### config.mk
export PLATFORM = sky130hd
export DESIGN_NAME = i2c_byte_fifo_port
export DESIGN_NICKNAME = d
export VERILOG_FILES = /design/src/rtl/i2c_byte_fifo_port.sv
export SDC_FILE = /design/constraint.sdc
export NUM_CORES = 1
export LEC_CHECK = 0
export BUFFER_PORTS_ARGS = -buffer_cell sky130_fd_sc_hd__buf_2
export CAP_MARGIN = 20
export CORE_ASPECT_RATIO = 2
export CORE_UTILIZATION = 60
export DETAILED_ROUTE_END_ITERATION = 8
export HOLD_SLACK_MARGIN = 0.15
export PLACE_DENSITY = 0.85
export SYNTH_ARGS = -nofsm -noshare
export SYNTH_HDL_FRONTEND = slang
export SYNTH_SLANG_ARGS = --single-unit
### constraint.sdc
create_clock -name clk -period 6.4 [get_ports clk]
set_input_delay 0.96 -clock clk [delete_from_list [all_inputs] [get_ports clk]]
set_output_delay 0.96 -clock clk [all_outputs]
set_load 0.1 [all_outputs]
### src/rtl/i2c_byte_fifo_port.sv
module i2c_byte_fifo_port #(
  parameter int DEPTH = 8,
  parameter int CNT_W = 16
) (
  input  logic             clk,
  input  logic             rst_n,
  input  logic             host_wr,
  input  logic [7:0]       host_wdata,
  input  logic             host_rd,
  output logic [7:0]       host_rdata,
  input  logic             xfer_busy,
  input  logic             xfer_read,
  input  logic             pacing_en,
  input  logic             load_len,
  input  logic [CNT_W-1:0] load_count,
  input  logic             clr_err,
  output logic             bus_req,
  output logic [7:0]       bus_wdata,
  input  logic             bus_ack,
  input  logic             bus_nack,
  input  logic [7:0]       bus_rdata,
  output logic             xfer_abort,
  output logic [7:0]       fifo_count,
  output logic [CNT_W-1:0] fe_left,
  output logic [CNT_W-1:0] be_left,
  output logic             err_invalid,
  output logic             err_overrun,
  output logic             err_access,
  output logic             err_nack
);
  localparam int PW = $clog2(DEPTH);
  localparam int OW = $clog2(DEPTH + 1);

  logic [7:0]    mem [DEPTH];
  logic [PW-1:0] wr_ptr, rd_ptr;
  logic [OW-1:0] count_q;
  logic          armed;

  logic full, empty, wr_dir, rd_dir;
  logic host_push, host_pop, host_ok, bad_cmd, ovr;
  logic bus_move, bus_push, bus_pop, push, pop, kick;
  logic [7:0] push_data;

  assign full   = (count_q == OW'(DEPTH));
  assign empty  = (count_q == '0);
  assign wr_dir = xfer_busy & ~xfer_read;
  assign rd_dir = xfer_busy & xfer_read;

  assign host_push = host_wr & wr_dir & ~full;
  assign host_pop  = host_rd & rd_dir & ~empty;
  assign host_ok   = host_push | host_pop;
  assign bad_cmd   = (host_wr & ~wr_dir) | (host_rd & ~rd_dir);
  assign ovr       = ~pacing_en & ((host_wr & wr_dir & full) | (host_rd & rd_dir & empty));

  assign bus_req   = armed & xfer_busy & (xfer_read ? ~full : ~empty);
  assign bus_move  = bus_req & bus_ack;
  assign bus_push  = bus_move & xfer_read;
  assign bus_pop   = bus_move & ~xfer_read;
  assign push      = host_push | bus_push;
  assign pop       = host_pop | bus_pop;
  assign push_data = xfer_read ? bus_rdata : host_wdata;
  assign kick      = host_ok | (load_len & xfer_busy);

  assign bus_wdata  = mem[rd_ptr];
  assign xfer_abort = bus_pop & bus_nack;
  assign fifo_count = 8'(count_q);

  always_ff @(posedge clk) begin
    if (push) mem[wr_ptr] <= push_data;
  end

  always_ff @(posedge clk or negedge rst_n) begin
    if (!rst_n) begin
      wr_ptr <= '0;
      rd_ptr <= '0;
      count_q <= '0;
      armed <= 1'b0;
      fe_left <= '0;
      be_left <= '0;
      host_rdata <= '0;
      err_invalid <= 1'b0;
      err_overrun <= 1'b0;
      err_access <= 1'b0;
      err_nack <= 1'b0;
    end else if (clr_err) begin
      wr_ptr <= '0;
      rd_ptr <= '0;
      count_q <= '0;
      armed <= 1'b0;
      fe_left <= '0;
      be_left <= '0;
      err_invalid <= 1'b0;
      err_overrun <= 1'b0;
      err_access <= 1'b0;
      err_nack <= 1'b0;
    end else begin
      if (push) wr_ptr <= wr_ptr + 1'b1;
      if (pop) rd_ptr <= rd_ptr + 1'b1;
      count_q <= count_q + OW'(push) - OW'(pop);
      if (host_pop) host_rdata <= mem[rd_ptr];
      armed <= kick | (armed & ~bus_move & xfer_busy);
      if (bad_cmd) err_invalid <= 1'b1;
      if (ovr) err_overrun <= 1'b1;
      if (host_ok && be_left == '0) err_access <= 1'b1;
      if (xfer_abort) err_nack <= 1'b1;
      if (load_len) be_left <= load_count;
      else if (host_ok && be_left != '0) be_left <= be_left - 1'b1;
      if (load_len) fe_left <= load_count;
      else if (bus_move && fe_left != '0) fe_left <= fe_left - 1'b1;
    end
  end

  AST_COUNT_BOUND: assert property (@(posedge clk) disable iff (!rst_n)
    fifo_count <= 8'(DEPTH));
  AST_REJECT_WRITE: assert property (@(posedge clk) disable iff (!rst_n)
    host_wr && !(xfer_busy && !xfer_read) && !clr_err |=> err_invalid);
  AST_REJECT_READ: assert property (@(posedge clk) disable iff (!rst_n)
    host_rd && !(xfer_busy && xfer_read) && !clr_err |=> err_invalid);
  AST_FULL_PUSH: assert property (@(posedge clk) disable iff (!rst_n)
    host_wr && xfer_busy && !xfer_read && fifo_count == 8'(DEPTH) && !pacing_en && !clr_err
    |=> err_overrun);
  AST_BE_STEP: assert property (@(posedge clk) disable iff (!rst_n)
    host_wr && xfer_busy && !xfer_read && fifo_count < 8'(DEPTH) && be_left != '0 && !load_len && !clr_err
    |=> be_left == $past(be_left) - 1'b1);
  AST_REQ_BUSY: assert property (@(posedge clk) disable iff (!rst_n)
    bus_req |-> xfer_busy);
  AST_REQ_WRITE_DATA: assert property (@(posedge clk) disable iff (!rst_n)
    bus_req && !xfer_read |-> fifo_count != 8'd0);
  AST_NACK_FLAG: assert property (@(posedge clk) disable iff (!rst_n)
    bus_req && bus_ack && bus_nack && !xfer_read && !clr_err |=> err_nack);
  AST_FE_STEP: assert property (@(posedge clk) disable iff (!rst_n)
    bus_req && bus_ack && fe_left != '0 && !load_len && !clr_err
    |=> fe_left == $past(fe_left) - 1'b1);
  AST_CLEAR: assert property (@(posedge clk) disable iff (!rst_n)
    clr_err |=> fifo_count == 8'd0 && fe_left == '0 && be_left == '0 &&
                !err_invalid && !err_overrun && !err_access && !err_nack);
  AST_LOAD: assert property (@(posedge clk) disable iff (!rst_n)
    load_len && !clr_err |=> fe_left == $past(load_count) && be_left == $past(load_count));
endmodule

==> flow_metrics.py <==
metrics = {
    "layout": {
        "stdcell_area_um2": 7100,
        "synthToLayoutAreaGrowth_pct": 22.0,
        "multi_input_area_um2": 2330,
        "final-seq-area_um2": 3300,
        "num-fill-cells": 608,
        "fin_nets": 624,
        "antennaDiodeCount": 0,
        "fin_util_pct": 75.7,
        "final_layout_size_suffix_gt1_share_pct": 33.1,
    },
    "global_routing": {
        "first_global_vias": 4609,
        "grt_overflow": 0,
        "grt_pass1_wl_mm": 23.3,
        "grt_max_degree": 56,
        "grt_usage_pct": 31.6,
        "antenna_found_initial": 0,
    },
    "cts": {
        "clk_pin_slew_ns": 0.05,
        "clock-root-buffer": "clkbuf_16",
        "cts_setup_buffers": 0,
        "cts_buffer_depth": 2,
        "clock_sinks": 119,
        "htree_levels": 4,
        "clock_latency_ns": 0.42,
        "ctsResizeCount": 0,
        "cts_hold_buf": 0,
        "cts_buffers": 17,
        "cts_tree": "yes",
    },
    "power_and_ir_drop": {
        "power.density_nw_per_um2": 412,
        "ir_worst_vdd_mv": 0.275,
        "power_leakage_uw": 0.00298,
    },
    "min_path": {
        "min_path_cells": 2,
        "hold_path_class": "reg -> reg",
    },
    "route": {
        "routed_wl_mm": 14.7,
        "vias": 4431,
        "drc": 0,
        "wire_per_inst_um": 21.4,
        "avgViaCountPerCell": 6.45,
        "first_iter_violations": 243,
        "postRouteAntennaNets": 0,
        "firstDrtPassIters": 7,
    },
    "sta": {
        "skew_ns": 0.00859,
        "hold_viol": 0,
        "maxSlewViolCount": 0,
        "slew_headroom_pct": 24.7,
        "tightest_slew_ns": 1.13,
        "finalSetupViolCount": 0,
        "holdWs_ns": 0.502,
        "fin_crit_ns": 3.38,
        "fmax_mhz": 296,
        "tns_ns": 0,
        "timing.final.crit_share_pct": 52.8,
        "rsz0062_at_grt": "false",
    },
    "die": {
        "dieArea_um2": 10100,
        "initial_core_util_pct": 62.1,
        "die_w_um": 71.7,
        "die_height_um": 141,
        "io_pins": 105,
        "rows": 50,
        "core_um2": 9380,
    },
    "synth": {
        "syn_avg_cell_area_um2": 12.6,
        "postSynth.asyncResetShare_pct": 46.2,
        "netlist_area_um2": 5820,
        "synthAdderAreaFrac_pct": 2.49,
        "synth_simple_gate_area_share_pct": 12.4,
        "synth.distinct_cells": 69,
        "muxShareOfSynthArea_pct": 11.7,
        "synth_common_cells": "64 x edfxtp_1, 55 x dfrtp_1, 40 x nor2_1, 26 x mux2_2, 22 x inv_1",
        "synth_edf_count": 64,
        "synth_compound_area_share_pct": 11.6,
        "yosysMostFrequentCell": "edfxtp_1",
        "synth_ff_type": "edfxtp_1",
        "synth_seq_cells": 119,
        "ys_seq_area_share_pct": 56.6,
        "synth_cells": 463,
        "synth_top_family_by_area": "simple AND/OR/NAND/NOR gates",
        "synth.area.top_cells": "edfxtp_1 33%, dfrtp_1 24%, mux4_2 6.2%",
        "yosysTopAreaCell": "edfxtp_1",
        "yosysWarnings": 0,
        "yosysTopAreaCellShare_pct": 33.0,
        "synth_xor_area_share_pct": 1.50,
    },
    "worst_setup_path": {
        "rr_worst_depth": 12,
        "rrSetupSlack_ns": 3.42,
        "crit_fanout": 17,
        "cp.arrival_ns": 2.42,
        "critPathLaunchType": "input port",
        "critPathKind": "in -> out",
        "end_kind": "output port",
        "crit_required_ns": 5.44,
    },
    "place": {
        "port_buffers": 100,
        "dpl_cell_area_um2": 6380,
        "dp_hpwl_mm": 10.3,
        "gp_routability_congestion": 0.846,
    },
    "job": {
        "cap_viol_max_count": 0,
    },
    "run_status": {
        "status": "finished clean",
    },
}
area by class of cell:
type,instances,area share (%)
Tap cell,104,1.83
Multi-Input combinational cell,299,32.8
Clock inverter,14,3.45
Timing Repair Buffer,110,8.24
Clock buffer,18,6.04
Inverter,23,1.22
Sequential cell,119,46.4
metal layers:
metal | up-vias | routed length [um] | global-route usage [%]
li1 | 1975 | - | -
met1 | 2197 | 4780 | 30.3
met2 | 207 | 8560 | 59.8
met3 | 52 | 712 | 7.53
met4 | 0 | 668 | 17.0
met5 | - | 0 | 0
kinds of logic after synthesis:
family | Yosys count
xor+xnor | 10
mux | 45
simple gates | 132
flops | 119
buf+inv | 48
fa+ha+maj | 11
other cells | 1
compound gates | 97
per-stage QoR:
step	setup WS, ns	cells	power [uW]
floorplan	2.30	466	1670
global placement	2.72	650	1810
detailed placement	2.54	650	1830
CTS	2.67	682	2920
global route	2.90	687	3010
finish	3.02	687	2920
power breakdown:
group | switching [uW] | internal [uW] | total [uW]
clock | 353 | 734 | 1090
combinational | 698 | 204 | 902
sequential | 60.3 | 875 | 935
total | 1110 | 1810 | 2920
sequential cells by signal, summed over array words and instances (netlist names):
register / flops
err_nack: 1
mem: 64
err_invalid: 1
err_access: 1
fe_left: 16
armed: 1
host_rdata: 8
rd_ptr: 3
count_q: 4
err_overrun: 1
be_left: 16
wr_ptr: 3
critical path: stages:
cell and delay, ns:
buf_2 0.35, mux2_2 0.42, a21oi_1 0.22, buf_2 0.47
layout by cell type, fill, tap and decap left out, types with 10 or more instances in the layout:
cell type  synthesis  final
nor2_1            40     40
edfxtp_1          64     64
nand2_1           16     16
clkbuf_16          0     17
inv_1             22     22
dfrtp_1           55     55
mux2_2            26     26
mux4_2            16     16
o21ai_0           12     12
a21oi_1           21     21
nor3_1            14     14
ha_1              10     10
buf_2              5    103
worst paths after layout:
kind / startpoint / to
min reg2reg: err_nack / err_nack
min in group asynchronous: rst_n / host_rdata[5]
max reg2reg: count_q[2] / count_q[2]
max: xfer_read / bus_req
min: err_nack / err_nack
max in group asynchronous: rst_n / rd_ptr[1]
(Power assumes the default switching activity.)
